--- src/rtl/tmr_pkg.sv ---
package tmr_pkg;

    localparam int BYTE_W = 8;
    localparam int CNT_W  = 2 * BYTE_W;
    localparam int MODE_W = 3;

    typedef enum logic [1:0] {
        ACC_NONE = 2'd0,
        ACC_LO   = 2'd1,
        ACC_HI   = 2'd2,
        ACC_WORD = 2'd3
    } acc_e;

    typedef struct packed {
        logic data_wr;
        logic prog;
        logic cnt_latch;
        logic st_latch;
        logic rd;
    } chan_cmd_t;

    typedef struct packed {
        acc_e               acc;
        logic [MODE_W-1:0]  mode;
        logic               bcd;
        logic               wr_hi;
        logic               rd_hi;
        logic [BYTE_W-1:0]  wlat;
        acc_e               cl_st;
        logic [CNT_W-1:0]   cl_val;
        logic               st_pend;
        logic [BYTE_W-1:0]  st_val;
        logic               ld_stb;
        logic [CNT_W-1:0]   ld_val;
    } chan_st_t;

endpackage

--- src/rtl/tmr_cmd_decode.sv ---
module tmr_cmd_decode
    import tmr_pkg::*;
#(
    parameter int NCH = 3
) (
    input  logic            bus_wr,
    input  logic            bus_rd,
    input  logic [1:0]      bus_addr,
    input  logic [6:0]      ctl_hi,
    output chan_cmd_t       cmd [NCH]
);

    localparam logic [1:0] CTL_ADDR = 2'd3;
    localparam logic [1:0] RB_SEL   = 2'd3;

    logic       ctl_wr;
    logic       is_rb;
    logic [1:0] sel;
    logic [1:0] acc;

    always_comb begin
        ctl_wr = bus_wr && (bus_addr == CTL_ADDR);
        sel    = ctl_hi[6:5];
        acc    = ctl_hi[4:3];
        is_rb  = (sel == RB_SEL);
    end

    for (genvar c = 0; c < NCH; c++) begin : g_ch
        localparam logic [1:0] CH = 2'(c);
        always_comb begin
            cmd[c].data_wr   = bus_wr && (bus_addr == CH);
            cmd[c].rd        = bus_rd && !bus_wr && (bus_addr == CH);
            cmd[c].prog      = ctl_wr && !is_rb && (sel == CH) && (acc != 2'd0);
            cmd[c].cnt_latch = ctl_wr && ((!is_rb && (sel == CH) && (acc == 2'd0))
                                         || (is_rb && ctl_hi[c] && !ctl_hi[4]));
            cmd[c].st_latch  = ctl_wr && is_rb && ctl_hi[c] && !ctl_hi[3];
        end
    end

endmodule

--- src/rtl/tmr_chan_port.sv ---
module tmr_chan_port
    import tmr_pkg::*;
(
    input  logic               clk,
    input  logic               rst_n,
    input  chan_cmd_t          cmd,
    input  logic [BYTE_W-1:0]  wdata,
    input  logic [CNT_W-1:0]   live_count,
    input  logic               live_out,
    output logic [BYTE_W-1:0]  rd_byte,
    output logic               ld_stb,
    output logic [CNT_W-1:0]   ld_val,
    output logic [MODE_W-1:0]  mode
);

    chan_st_t st_d, st_q;

    // Byte presented on a read, by priority: status, latched count, live count
    always_comb begin
        if (st_q.st_pend) begin
            rd_byte = st_q.st_val;
        end else if (st_q.cl_st != ACC_NONE) begin
            rd_byte = (st_q.cl_st == ACC_HI) ? st_q.cl_val[CNT_W-1:BYTE_W]
                                             : st_q.cl_val[BYTE_W-1:0];
        end else begin
            case (st_q.acc)
                ACC_HI:   rd_byte = live_count[CNT_W-1:BYTE_W];
                ACC_WORD: rd_byte = st_q.rd_hi ? live_count[CNT_W-1:BYTE_W]
                                               : live_count[BYTE_W-1:0];
                default:  rd_byte = live_count[BYTE_W-1:0];
            endcase
        end
    end

    always_comb begin
        st_d        = st_q;
        st_d.ld_stb = 1'b0;

        if (cmd.prog) begin
            st_d.acc   = acc_e'(wdata[5:4]);
            st_d.mode  = wdata[3:1];
            st_d.bcd   = wdata[0];
            st_d.wr_hi = 1'b0;
            st_d.rd_hi = 1'b0;
        end

        if (cmd.cnt_latch && (st_q.cl_st == ACC_NONE)) begin
            st_d.cl_val = live_count;
            st_d.cl_st  = st_q.acc;
        end

        if (cmd.st_latch && !st_q.st_pend) begin
            st_d.st_val  = {live_out, 1'b0, st_q.acc, st_q.mode, st_q.bcd};
            st_d.st_pend = 1'b1;
        end

        if (cmd.data_wr) begin
            case (st_q.acc)
                ACC_HI: begin
                    st_d.ld_val = {wdata, {BYTE_W{1'b0}}};
                    st_d.ld_stb = 1'b1;
                end
                ACC_WORD: begin
                    if (!st_q.wr_hi) begin
                        st_d.wlat  = wdata;
                        st_d.wr_hi = 1'b1;
                    end else begin
                        st_d.ld_val = {wdata, st_q.wlat};
                        st_d.ld_stb = 1'b1;
                        st_d.wr_hi  = 1'b0;
                    end
                end
                default: begin
                    st_d.ld_val = {{BYTE_W{1'b0}}, wdata};
                    st_d.ld_stb = 1'b1;
                end
            endcase
        end

        if (cmd.rd) begin
            if (st_q.st_pend) begin
                st_d.st_pend = 1'b0;
            end else if (st_q.cl_st != ACC_NONE) begin
                st_d.cl_st = (st_q.cl_st == ACC_WORD) ? ACC_HI : ACC_NONE;
            end else if (st_q.acc == ACC_WORD) begin
                st_d.rd_hi = !st_q.rd_hi;
            end
        end
    end

    always_ff @(posedge clk) begin
        if (!rst_n) begin
            st_q      <= '0;
            st_q.acc  <= ACC_WORD;
            st_q.mode <= 3'd3;
        end else begin
            st_q <= st_d;
        end
    end

    assign ld_stb = st_q.ld_stb;
    assign ld_val = st_q.ld_val;
    assign mode   = st_q.mode;

    // the first byte of a word write never loads
    p_word_first_no_load_r4: assert property (@(posedge clk) disable iff (!rst_n)
        cmd.data_wr && (st_q.acc == ACC_WORD) && !st_q.wr_hi |=> !ld_stb);

    // programming resets both byte pointers
    p_prog_ptr_reset_r5: assert property (@(posedge clk) disable iff (!rst_n)
        cmd.prog |=> !st_q.wr_hi && !st_q.rd_hi);

    // a pending count snapshot holds until it is read
    p_count_hold_r7: assert property (@(posedge clk) disable iff (!rst_n)
        (st_q.cl_st != ACC_NONE) && !cmd.rd |=> $stable(st_q.cl_val) && (st_q.cl_st != ACC_NONE));

    // a pending status snapshot holds until it is read
    p_status_hold_r7: assert property (@(posedge clk) disable iff (!rst_n)
        st_q.st_pend && !cmd.rd |=> st_q.st_pend && $stable(st_q.st_val));

    // reading the status leaves the count snapshot untouched
    p_status_first_r9: assert property (@(posedge clk) disable iff (!rst_n)
        cmd.rd && st_q.st_pend |=> !st_q.st_pend && $stable(st_q.cl_st) && $stable(st_q.cl_val));

    // with no command for this channel its state does not move
    p_idle_stable_r11: assert property (@(posedge clk) disable iff (!rst_n)
        !(cmd.rd || cmd.data_wr || cmd.prog || cmd.cnt_latch || cmd.st_latch)
        |=> $stable(st_q.acc) && $stable(st_q.mode) && $stable(st_q.rd_hi)
            && $stable(st_q.wr_hi) && $stable(st_q.cl_st) && $stable(st_q.st_pend));

endmodule

--- src/rtl/tmr_regif.sv ---
module tmr_regif
    import tmr_pkg::*;
#(
    parameter int NCH = 3
) (
    input  logic                   clk,
    input  logic                   rst_n,
    input  logic [1:0]             bus_addr,
    input  logic                   bus_wr,
    input  logic                   bus_rd,
    input  logic [BYTE_W-1:0]      bus_wdata,
    output logic [BYTE_W-1:0]      bus_rdata,
    input  logic [NCH*CNT_W-1:0]   live_count,
    input  logic [NCH-1:0]         live_out,
    output logic [NCH-1:0]         load_stb,
    output logic [NCH*CNT_W-1:0]   load_val,
    output logic [NCH*MODE_W-1:0]  chan_mode
);

    chan_cmd_t         cmd     [NCH];
    logic [BYTE_W-1:0] ch_byte [NCH];

    tmr_cmd_decode #(.NCH(NCH)) u_dec (
        .bus_wr   (bus_wr),
        .bus_rd   (bus_rd),
        .bus_addr (bus_addr),
        .ctl_hi   (bus_wdata[7:1]),
        .cmd      (cmd)
    );

    for (genvar c = 0; c < NCH; c++) begin : g_chan
        tmr_chan_port u_port (
            .clk        (clk),
            .rst_n      (rst_n),
            .cmd        (cmd[c]),
            .wdata      (bus_wdata),
            .live_count (live_count[c*CNT_W +: CNT_W]),
            .live_out   (live_out[c]),
            .rd_byte    (ch_byte[c]),
            .ld_stb     (load_stb[c]),
            .ld_val     (load_val[c*CNT_W +: CNT_W]),
            .mode       (chan_mode[c*MODE_W +: MODE_W])
        );
    end

    always_comb begin
        bus_rdata = '0;
        for (int c = 0; c < NCH; c++) begin
            if (bus_addr == 2'(c)) bus_rdata = ch_byte[c];
        end
    end

    // at most one channel loads per cycle
    p_one_load_r2: assert property (@(posedge clk) disable iff (!rst_n)
        $onehot0(load_stb));

endmodule

--- config.mk ---
export PLATFORM = sky130hd
export DESIGN_NAME = tmr_regif
export DESIGN_NICKNAME = d
export VERILOG_FILES = /design/src/rtl/tmr_pkg.sv /design/src/rtl/tmr_cmd_decode.sv /design/src/rtl/tmr_chan_port.sv /design/src/rtl/tmr_regif.sv
export SDC_FILE = /design/constraint.sdc
export NUM_CORES = 1
export LEC_CHECK = 0
export ABC_AREA = 1
export BUFFER_PORTS_ARGS = -buffer_cell sky130_fd_sc_hd__buf_2
export CAP_MARGIN = 20
export CORE_MARGIN = 2
export CORE_UTILIZATION = 60
export DETAILED_ROUTE_END_ITERATION = 12
export PLACE_DENSITY = 0.84
export SLEW_MARGIN = 30
export SYNTH_ARGS = -nofsm -noshare
export SYNTH_HDL_FRONTEND = slang
export SYNTH_SLANG_ARGS = --single-unit
export TNS_END_PERCENT = 100
--- constraint.sdc ---
create_clock -name clk -period 4.04 [get_ports clk]
set_clock_uncertainty 0.15 [all_clocks]
set_input_delay 0.808 -clock clk [delete_from_list [all_inputs] [get_ports clk]]
set_output_delay 0.808 -clock clk [all_outputs]
set_load 0.01 [all_outputs]
==> impl_metrics.json <==
{
  "wl_met1_mm": 9.732,
  "synth_nets": 1248,
  "ioPinCount": 133,
  "portBuffers": 132,
  "reg2regPathDepth": 5,
  "p_leak_nw": 4.137,
  "routedWlPerCell_um": 16.02,
  "crit_path_end_kind": "output port",
  "yosysTopAreaCell": "dfxtp_1",
  "synth_top_area_share_pct": 42.23,
  "min_path_type": "reg -> reg",
  "yosys_warnings": 0,
  "maxCapViolations": 0,
  "top_layer": "met4",
  "routed-wl-met2_mm": 10.57,
  "final_hold_viol_count": 0,
  "ys_ff_latch": 177,
  "antenna_found_initial": 3,
  "grt_max_degree": 70,
  "ant_nets": 0,
  "maxSlewHeadroom_pct": 49.13,
  "reg2reg_setup_slack_ns": 1.86,
  "drtIter0Drc": 1090,
  "dp.final_hpwl_mm": 15.29,
  "clkLatencyLatePin_ns": 0.43,
  "finalCritPeriodShare_pct": 78.91,
  "synth_edf_count": 0,
  "synth-main-ff-cell": "dfxtp_1",
  "rr_startpoint": "g_chan[0].u_port.st_q[59]$_SDFFE_PN1P_",
  "start_util_pct": 60.92,
  "hold_buffers": 0,
  "grt_pass1_wl_mm": 35.53,
  "first_global_vias": 7117,
  "routed_wirelength_mm": 22.74,
  "via_per_inst": 5.698,
  "final_nets": 1288,
  "crit_arrival_ns": 2.23,
  "place_congestion": 0.8675,
  "start_kind": "register",
  "clkTransAtPathRegs_ns": 0.07,
  "hold_ws_ns": 0.3070,
  "areaGrowthSynthToFinish_pct": 9.946,
  "criticalPathCategory": "reg -> out",
  "max_freq_mhz": 313.7,
  "hold_depth": 2,
  "synthArstFlopShare_pct": 0,
  "status": "finished, final reports clean",
  "synthCells": 1183,
  "die-area_um2": 14950,
  "overflow": 0,
  "die_w_um": 122.3,
  "ctsResizeCount": 0,
  "clk_path_buf_depth": 2,
  "design.core.area_um2": 13770,
  "track_usage_pct": 30.19,
  "ys_seq_area_share_pct": 42.23,
  "synth_area_per_cell_um2": 7.093,
  "cts-root-buf": "clkbuf_16",
  "worstHoldEndpoint": "g_chan[2].u_port.st_q[24]$_SDFFE_PN0P_",
  "cp.required_ns": 3.08,
  "tns_ns": 0,
  "drc_errors": 0,
  "ir_drop_uv": 315.7,
  "synth_area_leaders": "dfxtp_1 (42%), nand2_1 (10%), a21oi_1 (8.7%)",
  "power.density_nw_per_um2": 410.6,
  "r2r_end": "g_chan[0].u_port.ld_stb$_SDFF_PN0_",
  "ys_types": 30,
  "vias": 8085,
  "postCtsSetupBuffers": 0,
  "final_common_cell": "nand2_1",
  "min_from": "g_chan[2].u_port.st_q[24]$_SDFFE_PN0P_",
  "rsz0062_at_grt": "no",
  "cts_max_level": 4,
  "finalMaxSlewViolations": 0,
  "layout_common_cells": "nand2_1 (233), dfxtp_1 (177), a21oi_1 (146)",
  "drive_above_1_share_pct": 16.02,
  "fin_crit_ns": 3.188,
  "cts_buffers": 17,
  "firstDrtPassIters": 6,
  "cts_tree": "done",
  "fp-row-count": 43,
  "worst_pin_slew_ns": 0.7602,
  "met3_length_mm": 1.897,
  "worstPathMaxFanout": 15,
  "clock-sinks": 177,
  "die_h_um": 122.3,
  "setup_viol": 0,
  "synth_area_um2": 8391
}
report_power, final:
part           switching (W)  internal [W]  total (W)
Sequential         0.0000261       0.00178    0.00180
Combinational       0.000226      0.000104   0.000330
Clock               0.000747      0.000908    0.00166
per-stage QoR:
| step | worst slack (ns) | utilization (%) | cell area [um^2] | power, W | instances |
|---|---|---|---|---|---|
| 2_1_floorplan | 1.596 | - | 8391 | 0.002047 | 1183 |
| 3_3_place_gp | 1.255 | 62.61 | 8623 | 0.002158 | 1384 |
| 3_5_place_dp | 1.174 | 62.61 | 8623 | 0.002163 | 1384 |
| 4_1_cts | 0.9061 | 66.91 | 9215 | 0.003794 | 1416 |
| 5_1_grt | 0.7280 | 66.96 | 9223 | 0.003912 | 1418 |
| 6_report | 0.8521 | 66.98 | 9225 | 0.003788 | 1419 |
kinds of logic (layout without fill, tap and decap cells):
logic type             after synthesis  after routing  synth area share (%)
AND/OR/NAND/NOR                    466            466                 23.70
AO/OA/AOI/OAI                      308            308                 20.43
buffers and inverters              232            285                 13.64
flip-flops                         177            177                 42.23
other                                0              3                     0
critical path, stage by stage (launching register included):
cell and delay, ns:
dfxtp_1 0.68, nand2_1 0.37, nand3b_1 0.19, nand3_1 0.08, nand2_1 0.14, nand3_1 0.11
nand3_1 0.10, buf_2 0.13
layer usage:
layer	vias up	track usage, %
li1	3956	-
met1	3708	41.20
met2	379	47.50
met3	42	6.180
met4	0	10.92
met5	-	0
how the worst max path moves through the flow:
stage                                           startpoint           end  slack, ns  cells after the start
floorplan                                      bus_addr[1]  bus_rdata[6]       1.60                      6
global placement                               bus_addr[1]  bus_rdata[0]       1.25                      7
detailed placement                             bus_addr[1]  bus_rdata[3]       1.17                      7
CTS                 g_chan[2].u_port.st_q[59]$_SDFFE_PN1P_  bus_rdata[2]       0.91                      7
global route          g_chan[1].u_port.st_q[42]$_SDFF_PN0_  bus_rdata[2]       0.73                      6
finish              g_chan[2].u_port.st_q[59]$_SDFFE_PN1P_  bus_rdata[2]       0.85                      7
state kept, by name (all words and copies together), names as in the netlist:
register              cells
g_chan.u_port.ld_stb      3
g_chan.u_port.mode        9
g_chan.u_port.st_q      117
g_chan.u_port.ld_val     48
synth_stat cells (9+ instances only):
library cell / n
a21oi_1: 146
a32oi_1: 23
buf_2: 21
buf_4: 66
clkbuf_1: 32
dfxtp_1: 177
inv_1: 95
inv_2: 10
nand2_1: 234
nand3_1: 107
nor2_1: 94
nor3_1: 11
o211ai_1: 15
o21ai_0: 89
o21ai_1: 15
o22ai_1: 9
final cells by class:
cell class / instances / area (um^2)
Fill cell: 1201 / 4548
Multi-Input combinational cell: 774 / 3705
Sequential cell: 177 / 3543
Timing Repair Buffer: 142 / 735.7
Clock buffer: 20 / 456.7
Inverter: 111 / 416.7
Tap cell: 180 / 225.2
Clock inverter: 12 / 135.1
Antenna cell: 3 / 7.507
Note: power is estimated with default switching activity, not from simulation.
